$ cat src/rtl/rxd_pkg.sv
package rxd_pkg;

    localparam int LEN_W = 14;

    // status word bit positions
    localparam int OWN_BIT   = 31;
    localparam int EOR_BIT   = 30;
    localparam int FIRST_BIT = 29;
    localparam int LAST_BIT  = 28;
    localparam int ODD_BIT   = 22;
    localparam int RUNT_BIT  = 21;
    localparam int LONG_BIT  = 20;
    localparam int CRC_BIT   = 19;
    localparam int RXERR_BIT = 18;

    // register byte offsets
    localparam logic [7:0] OFF_IRQ   = 8'h00;
    localparam logic [7:0] OFF_POLL  = 8'h1C;
    localparam logic [7:0] OFF_BASE  = 8'h24;
    localparam logic [7:0] OFF_BSIZE = 8'h40;
    localparam int         NOBUF_BIT = 2;

    // descriptor geometry
    localparam int DESC_BYTES = 16;
    localparam int BUFPTR_OFF = 12;

    typedef enum logic [2:0] {
        ST_WAIT,
        ST_RSTAT,
        ST_RBUF,
        ST_RECV,
        ST_WSTAT
    } eng_state_e;

    typedef struct packed {
        logic             odd_nib;
        logic             runt;
        logic             too_long;
        logic             crc_err;
        logic             rx_err;
        logic [LEN_W-1:0] len;
    } rx_report_t;

    function automatic logic [31:0] pack_status(input logic eor, input rx_report_t r);
        logic [31:0] s;
        s            = '0;
        s[OWN_BIT]   = 1'b1;
        s[EOR_BIT]   = eor;
        s[FIRST_BIT] = 1'b1;
        s[LAST_BIT]  = 1'b1;
        s[ODD_BIT]   = r.odd_nib;
        s[RUNT_BIT]  = r.runt;
        s[LONG_BIT]  = r.too_long;
        s[CRC_BIT]   = r.crc_err;
        s[RXERR_BIT] = r.rx_err;
        s[LEN_W-1:0] = r.len;
        return s;
    endfunction

endpackage

$ cat src/rtl/rxd_regs.sv
module rxd_regs
    import rxd_pkg::*;
#(
    parameter int AW      = 32,
    parameter int DEF_BUF = 1536
) (
    input  logic             clk,
    input  logic             rst,
    input  logic             reg_we,
    input  logic [7:0]       reg_addr,
    input  logic [31:0]      reg_wdata,
    input  logic             set_nobuf,
    output logic             nobuf,
    output logic [AW-1:0]    ring_base,
    output logic             base_load,
    output logic [LEN_W-1:0] buf_size,
    output logic             poll_hit
);

    logic hit_irq, hit_base, hit_size;

    assign hit_irq  = reg_we && (reg_addr == OFF_IRQ);
    assign hit_base = reg_we && (reg_addr == OFF_BASE);
    assign hit_size = reg_we && (reg_addr == OFF_BSIZE);
    assign poll_hit = reg_we && (reg_addr == OFF_POLL);

    always_ff @(posedge clk) begin
        if (rst) begin
            nobuf     <= 1'b0;
            ring_base <= '0;
            base_load <= 1'b0;
            buf_size  <= LEN_W'(DEF_BUF);
        end else begin
            base_load <= hit_base;
            if (hit_base)
                ring_base <= reg_wdata[AW-1:0];
            if (hit_size)
                buf_size <= reg_wdata[LEN_W-1:0];
            // a new stall event wins over a same-cycle clear
            if (set_nobuf)
                nobuf <= 1'b1;
            else if (hit_irq && reg_wdata[NOBUF_BIT])
                nobuf <= 1'b0;
        end
    end

endmodule

$ cat src/rtl/rxd_packer.sv
module rxd_packer
    import rxd_pkg::*;
#(
    parameter int MIN_LEN = 64
) (
    input  logic             clk,
    input  logic             rst,
    input  logic             clear,
    input  logic             take,
    input  logic             accept,
    input  logic [7:0]       tdata,
    input  logic             tlast,
    input  logic [2:0]       tuser,
    input  logic [LEN_W-1:0] buf_size,
    output logic [31:0]      word,
    output logic [3:0]       be,
    output logic [LEN_W-1:0] word_off,
    output logic             word_rdy,
    output logic             frame_end,
    output rx_report_t       rpt
);

    logic [LEN_W-1:0] kept;
    logic             f_rx, f_crc, f_odd, f_long;

    always_ff @(posedge clk) begin
        if (rst || clear) begin
            word      <= '0;
            be        <= '0;
            word_off  <= '0;
            word_rdy  <= 1'b0;
            frame_end <= 1'b0;
            kept      <= '0;
            f_rx      <= 1'b0;
            f_crc     <= 1'b0;
            f_odd     <= 1'b0;
            f_long    <= 1'b0;
        end else if (take) begin
            word     <= '0;
            be       <= '0;
            word_rdy <= 1'b0;
        end else if (accept) begin
            if (kept < buf_size) begin
                word[{kept[1:0], 3'b000} +: 8] <= tdata;
                be[kept[1:0]]                  <= 1'b1;
                word_off                       <= {kept[LEN_W-1:2], 2'b00};
                kept                           <= kept + LEN_W'(1);
                if (kept[1:0] == 2'd3)
                    word_rdy <= 1'b1;
            end else begin
                f_long <= 1'b1;
            end
            if (tlast) begin
                word_rdy  <= 1'b1;
                frame_end <= 1'b1;
            end
            f_rx  <= f_rx  | tuser[0];
            f_crc <= f_crc | tuser[1];
            f_odd <= f_odd | tuser[2];
        end
    end

    always_comb begin
        rpt.len      = kept;
        rpt.runt     = kept < LEN_W'(MIN_LEN);
        rpt.too_long = f_long;
        rpt.rx_err   = f_rx;
        rpt.crc_err  = f_crc;
        rpt.odd_nib  = f_odd;
    end

endmodule

$ cat src/rtl/rxd_fsm.sv
module rxd_fsm
    import rxd_pkg::*;
#(
    parameter int AW = 32
) (
    input  logic             clk,
    input  logic             rst,
    input  logic [AW-1:0]    ring_base,
    input  logic             base_load,
    input  logic             poll_hit,
    input  logic             s_tvalid,
    input  logic             s_tlast,
    output logic             s_tready,
    input  logic [31:0]      word,
    input  logic [3:0]       be,
    input  logic [LEN_W-1:0] word_off,
    input  logic             word_rdy,
    input  logic             frame_end,
    input  rx_report_t       rpt,
    output logic             pk_clear,
    output logic             pk_take,
    output logic             set_nobuf,
    output logic             mem_req,
    output logic             mem_we,
    output logic [AW-1:0]    mem_addr,
    output logic [31:0]      mem_wdata,
    output logic [3:0]       mem_be,
    input  logic             mem_ack,
    input  logic [31:0]      mem_rdata,
    output logic [AW-1:0]    desc_addr
);

    eng_state_e    state;
    logic [AW-1:0] desc_ptr, buf_ptr;
    logic          eor, pend, mid, go;

    assign desc_addr = desc_ptr;
    assign go        = (state == ST_WAIT) && pend && !mid;

    always_comb begin
        s_tready  = 1'b0;
        mem_req   = 1'b0;
        mem_we    = 1'b0;
        mem_addr  = desc_ptr;
        mem_wdata = '0;
        mem_be    = 4'hF;
        pk_take   = 1'b0;
        unique case (state)
            ST_WAIT:  s_tready = !go;
            ST_RSTAT: mem_req = 1'b1;
            ST_RBUF: begin
                mem_req  = 1'b1;
                mem_addr = desc_ptr + AW'(BUFPTR_OFF);
            end
            ST_RECV: begin
                s_tready = !word_rdy;
                if (word_rdy && (be != 4'h0)) begin
                    mem_req   = 1'b1;
                    mem_we    = 1'b1;
                    mem_addr  = buf_ptr + AW'(word_off);
                    mem_wdata = word;
                    mem_be    = be;
                end
                pk_take = word_rdy && ((be == 4'h0) || mem_ack);
            end
            ST_WSTAT: begin
                mem_req   = 1'b1;
                mem_we    = 1'b1;
                mem_wdata = pack_status(eor, rpt);
            end
            default: ;
        endcase
    end

    assign set_nobuf = (state == ST_RSTAT) && mem_ack && mem_rdata[OWN_BIT];
    assign pk_clear  = (state == ST_RBUF) && mem_ack;

    always_ff @(posedge clk) begin
        if (rst) begin
            state    <= ST_WAIT;
            desc_ptr <= '0;
            buf_ptr  <= '0;
            eor      <= 1'b0;
            pend     <= 1'b0;
            mid      <= 1'b0;
        end else begin
            unique case (state)
                ST_WAIT: begin
                    if (poll_hit)
                        pend <= 1'b1;
                    if (s_tvalid && s_tready)
                        mid <= !s_tlast;
                    if (go) begin
                        pend  <= 1'b0;
                        state <= ST_RSTAT;
                    end
                end
                ST_RSTAT: if (mem_ack) begin
                    if (mem_rdata[OWN_BIT]) begin
                        state <= ST_WAIT;
                    end else begin
                        eor   <= mem_rdata[EOR_BIT];
                        state <= ST_RBUF;
                    end
                end
                ST_RBUF: if (mem_ack) begin
                    buf_ptr <= mem_rdata[AW-1:0];
                    state   <= ST_RECV;
                end
                ST_RECV: if (pk_take && frame_end)
                    state <= ST_WSTAT;
                ST_WSTAT: if (mem_ack) begin
                    desc_ptr <= eor ? ring_base : desc_ptr + AW'(DESC_BYTES);
                    state    <= ST_RSTAT;
                end
                default: state <= ST_WAIT;
            endcase
            if (base_load)
                desc_ptr <= ring_base;
        end
    end

endmodule

$ cat src/rtl/rxd_dma.sv
module rxd_dma
    import rxd_pkg::*;
#(
    parameter int AW      = 32,
    parameter int DEF_BUF = 1536,
    parameter int MIN_LEN = 64
) (
    input  logic          clk,
    input  logic          rst,
    input  logic [7:0]    s_tdata,
    input  logic          s_tvalid,
    output logic          s_tready,
    input  logic          s_tlast,
    input  logic [2:0]    s_tuser,
    input  logic          reg_we,
    input  logic [7:0]    reg_addr,
    input  logic [31:0]   reg_wdata,
    output logic          irq_nobuf,
    output logic          mem_req,
    output logic          mem_we,
    output logic [AW-1:0] mem_addr,
    output logic [31:0]   mem_wdata,
    output logic [3:0]    mem_be,
    input  logic          mem_ack,
    input  logic [31:0]   mem_rdata
);

    logic [AW-1:0]    ring_base, cur_desc;
    logic             base_load, poll_hit, set_nobuf;
    logic [LEN_W-1:0] buf_size, word_off;
    logic [31:0]      word;
    logic [3:0]       be;
    logic             word_rdy, frame_end, pk_clear, pk_take, accept;
    rx_report_t       rpt;

    assign accept = s_tvalid && s_tready;

    rxd_regs #(.AW(AW), .DEF_BUF(DEF_BUF)) u_regs (
        .clk(clk), .rst(rst),
        .reg_we(reg_we), .reg_addr(reg_addr), .reg_wdata(reg_wdata),
        .set_nobuf(set_nobuf), .nobuf(irq_nobuf),
        .ring_base(ring_base), .base_load(base_load),
        .buf_size(buf_size), .poll_hit(poll_hit)
    );

    rxd_packer #(.MIN_LEN(MIN_LEN)) u_pack (
        .clk(clk), .rst(rst), .clear(pk_clear), .take(pk_take),
        .accept(accept), .tdata(s_tdata), .tlast(s_tlast), .tuser(s_tuser),
        .buf_size(buf_size), .word(word), .be(be), .word_off(word_off),
        .word_rdy(word_rdy), .frame_end(frame_end), .rpt(rpt)
    );

    rxd_fsm #(.AW(AW)) u_fsm (
        .clk(clk), .rst(rst),
        .ring_base(ring_base), .base_load(base_load), .poll_hit(poll_hit),
        .s_tvalid(s_tvalid), .s_tlast(s_tlast), .s_tready(s_tready),
        .word(word), .be(be), .word_off(word_off), .word_rdy(word_rdy),
        .frame_end(frame_end), .rpt(rpt),
        .pk_clear(pk_clear), .pk_take(pk_take), .set_nobuf(set_nobuf),
        .mem_req(mem_req), .mem_we(mem_we), .mem_addr(mem_addr),
        .mem_wdata(mem_wdata), .mem_be(mem_be),
        .mem_ack(mem_ack), .mem_rdata(mem_rdata),
        .desc_addr(cur_desc)
    );

endmodule

$ cat config.mk
export PLATFORM = sky130hd
export DESIGN_NAME = rxd_dma
export DESIGN_NICKNAME = d
export VERILOG_FILES = /design/src/rtl/rxd_pkg.sv /design/src/rtl/rxd_regs.sv /design/src/rtl/rxd_packer.sv /design/src/rtl/rxd_fsm.sv /design/src/rtl/rxd_dma.sv
export SDC_FILE = /design/constraint.sdc
export NUM_CORES = 1
export LEC_CHECK = 0
export BUFFER_PORTS_ARGS = -buffer_cell sky130_fd_sc_hd__buf_4
export CORE_MARGIN = 1.5
export CORE_UTILIZATION = 53
export DETAILED_ROUTE_END_ITERATION = 12
export PLACE_DENSITY_LB_ADDON = 0.3
export SLEW_MARGIN = 20
export SYNTH_ARGS = -nofsm -noshare
export SYNTH_HDL_FRONTEND = slang
export SYNTH_HIERARCHICAL = 1
export SYNTH_SLANG_ARGS = --single-unit
export TNS_END_PERCENT = 10
$ cat constraint.sdc
create_clock -name clk -period 2.9 [get_ports clk]
set_input_delay 0.58 -clock clk [delete_from_list [all_inputs] [get_ports clk]]
set_output_delay 0.58 -clock clk [all_outputs]
set_load 0.02 [all_outputs]
==> impl_results.md <==
- Status: finished, violations left
- Failing checks: setup timing
- Post-Route WL: 34950 um
- Tmin final: 3.259 ns
- Clock-pin slew on the worst setup and hold paths: 0.07 ns
- Grt total ovfl: 0
- Area after DPL: 13070 um^2
- Most frequent cell after synthesis: dfxtp_1
- Least-Margin Pin Slew: 0.9243 ns
- Synth top area share: 0.3345
- Setup Skew: 0.01725 ns
- Die area: 21880 um^2
- Worst-skew pair later-pin latency: 0.45 ns
- Highest clock rate: ~0.31 GHz
- DR pass1 iterations: 6
- VDD IR-drop max: 0.3929 mV
- Critical path arrival: 2.68 ns
- Placer Congestion: 0.9469
- Worst hold path type: in2reg
- Initial Util: 0.5448
- Via density: 5.905
- # rows: 52
- CTS tree: done
- Clock Tree Buf Depth: 2
- Met2 wire len: 17230 um
- Synth cell types: 91
- CTS H-tree depth: 4
- Worst setup margin: -0.3589 ns
- Max Used Layer: met4
- Footprint of the multi-input gates: 7196 um^2
- Pwr dens: 431.2 nW/um^2
- Number of global-route vias before repair: 10410
- Port buffer count: 160
- I/O Pins: 161
- Max_slew headroom: 0.3838
- Die X: around 150 um
- Fraction of registers with async set/reset: 0
- Die height: 147.9 um
- Drt drc: 0
- Final Cell Area: around 14000 um^2
- CP Class: reg2out
- Clock sinks: 186
- Core ar.: 20430 um^2
- Flops & latches, synth: 186
- Synth area leaders: dfxtp_1 (33%), a21oi_1 (7.2%), nand2b_1 (6.5%), mux2i_1 (5.8%), nand2_1 (4.8%)
- Placed cells: around 1800
- ANT nets after route: 0
- Tcrit/Tclk final: 1.124
- RSZ-0062 raised after global routing: true
- Final Hold Fails: 0
- Global Route Usage Sum: 0.3166
- CP required: 2.32 ns
- Final Setup Violations: 22
- Mapped Cells: 1365
- Met3 wire len: 2262 um
- Initial DRC count: a little under 800
- Layout net count: ~1700
- Synth top cells by count: dfxtp_1 (186), a21oi_1 (160), nand2_1 (142), nand2b_1 (115), nor2_1 (111)
- Post-DP HPWL: roughly 26000 um
- N_diodes: 0
- Yosys warns: 6
- Dominant synthesized flop cell: dfxtp_1
- Leak pwr: 5.601 nW
- Dominant cell type by area after synthesis: dfxtp_1
- Mapped Area: 11130 um^2
- P&R area growth vs syn: 28.02%
- Largest net degree at the start of global routing: 50
- Crit end category: output port
- Met1 Wirelength: 13910 um
- Max Cap Viol: 0
- Post-layout power: 6.145 mW
- Sequential area share after synthesis: 0.3345
- CP max FO: 4
- Inserted Clock Buffers: 17
- Worst Setup Start Kind: register
- Synth Area per Inst: 8.154 um^2
- Vias: between 10000 and 15000
- Max Slew Vio Count: 0
- Layout cell share with drive strength beyond 1: 0.2815
- Root Driver: clkbuf_16
- Non-filler instance count after layout: approximately 1900
- Drt wl/cell: 18.74 um
- # fillers: between 1500 and 2000
- Initial antenna violation count: 0
- Reg area: roughly 3800 um^2
- First-pass GRT wire length: 54630 um
- Post-synth EDFFs: 0
[layout by cell type, fill, tap and decap left out, drive strengths merged, types with 10 or more instances in the layout]
cell type,count
inv,36
and3,24
mux2i,65
a221oi,13
xnor2,29
buf,291
nand3,64
xor2,11
ha,37
nor3,25
a31oi,17
nand2,143
nor2,112
o21ai,44
a21oi,168
nor3b,10
nand2b,116
clkbuf,19
dfxtp,186
nand4,20
a22o,20
[routing by layer]
metal,track usage,vias up
li1,-,5302
met1,0.3871,5188
met2,0.5460,441
met3,0.04290,82
met4,0.1574,0
met5,0,-
[cell families after synthesis]
logic type	Yosys count	share of synthesized area
XOR/XNOR	40	0.03147
adder cells (fa/ha/maj)	38	0.04339
AND/OR/NAND/NOR	568	0.2684
other	1	0.0003369
AO/OA/AOI/OAI	341	0.2021
flip-flops	186	0.3345
multiplexers	65	0.05845
buffers and inverters	126	0.06126
[cell type report]
type | count | area share
Multi-Input combinational cell | 1054 | 0.5050
Sequential cell | 186 | 0.2640
Timing Repair Buffer | 291 | 0.1581
Clock buffer | 19 | 0.03108
Tap cell | 270 | 0.02371
Clock inverter | 13 | 0.009658
Inverter | 32 | 0.008429
[registers in the layout, summed over array words and instances, names as in the netlist, 3 cells and up]
register and flops:
u_fsm/buf_ptr 32, u_fsm/state 3, u_pack/word_off 12, u_pack/kept 14
u_pack/word 32, u_regs/ring_base 32, u_regs/buf_size 14, u_fsm/desc_addr 32
u_pack/be 4
[critical path, cell delays in order, from the launching register on]
cell and delay (ns):
dfxtp_2 0.34, ha_4 0.31, nand4_1 0.14, o21bai_2 0.24
o221ai_4 0.18, nand3_2 0.12, nor4b_4 0.24, xnor2_2 0.11
a221oi_2 0.35, buf_4 0.20
[path summary, 6_finish.rpt]
check / endpoint / cells after the start / startpoint / slack (ns)
worst max register to register: u_pack/word_off[4] / 10 / u_fsm/state[1] / 0.22
worst max-delay path: mem_addr[31] / 9 / u_fsm/buf_ptr[8] / -0.36
worst min-delay path: u_pack/f_odd / 3 / s_tuser[2] / 0.37
worst min register to register: u_fsm/desc_addr[13] / 2 / u_regs/ring_base[13] / 0.46
[stage by stage]
stage                     setup slack, ns    util  setup TNS (ns)  hold WS [ns]
after floorplan                  -0.04647       -         -0.6158        0.4259
after global routing              -0.4611  0.6975          -6.414        0.3786
after CTS                         -0.2896  0.6907          -3.960        0.3587
after detailed placement          -0.1384  0.6396         -0.1529        0.4506
final                             -0.3589  0.6975          -3.945        0.3690
after global placement           -0.09119  0.6396         -0.1047        0.4474
[power breakdown]
| group | internal (mW) | switching, mW | total, mW |
|---|---|---|---|
| clock | 1.23 | 1.11 | 2.34 |
| sequential | 2.64 | 0.0855 | 2.72 |
| combinational | 0.462 | 0.621 | 1.08 |
| total | 4.33 | 1.81 | 6.15 |
[what timing repair did]
action | in CTS | in global routing
endpoints found under the setup margin | 47 | 65
buffers inserted | 7 | 2
hold buffers | 0 | 0
gates cloned | 0 | 0
pin swaps | 31 | 23
resized for setup | 87 | 40
No activity file was read; power rests on OpenSTA's default activity.
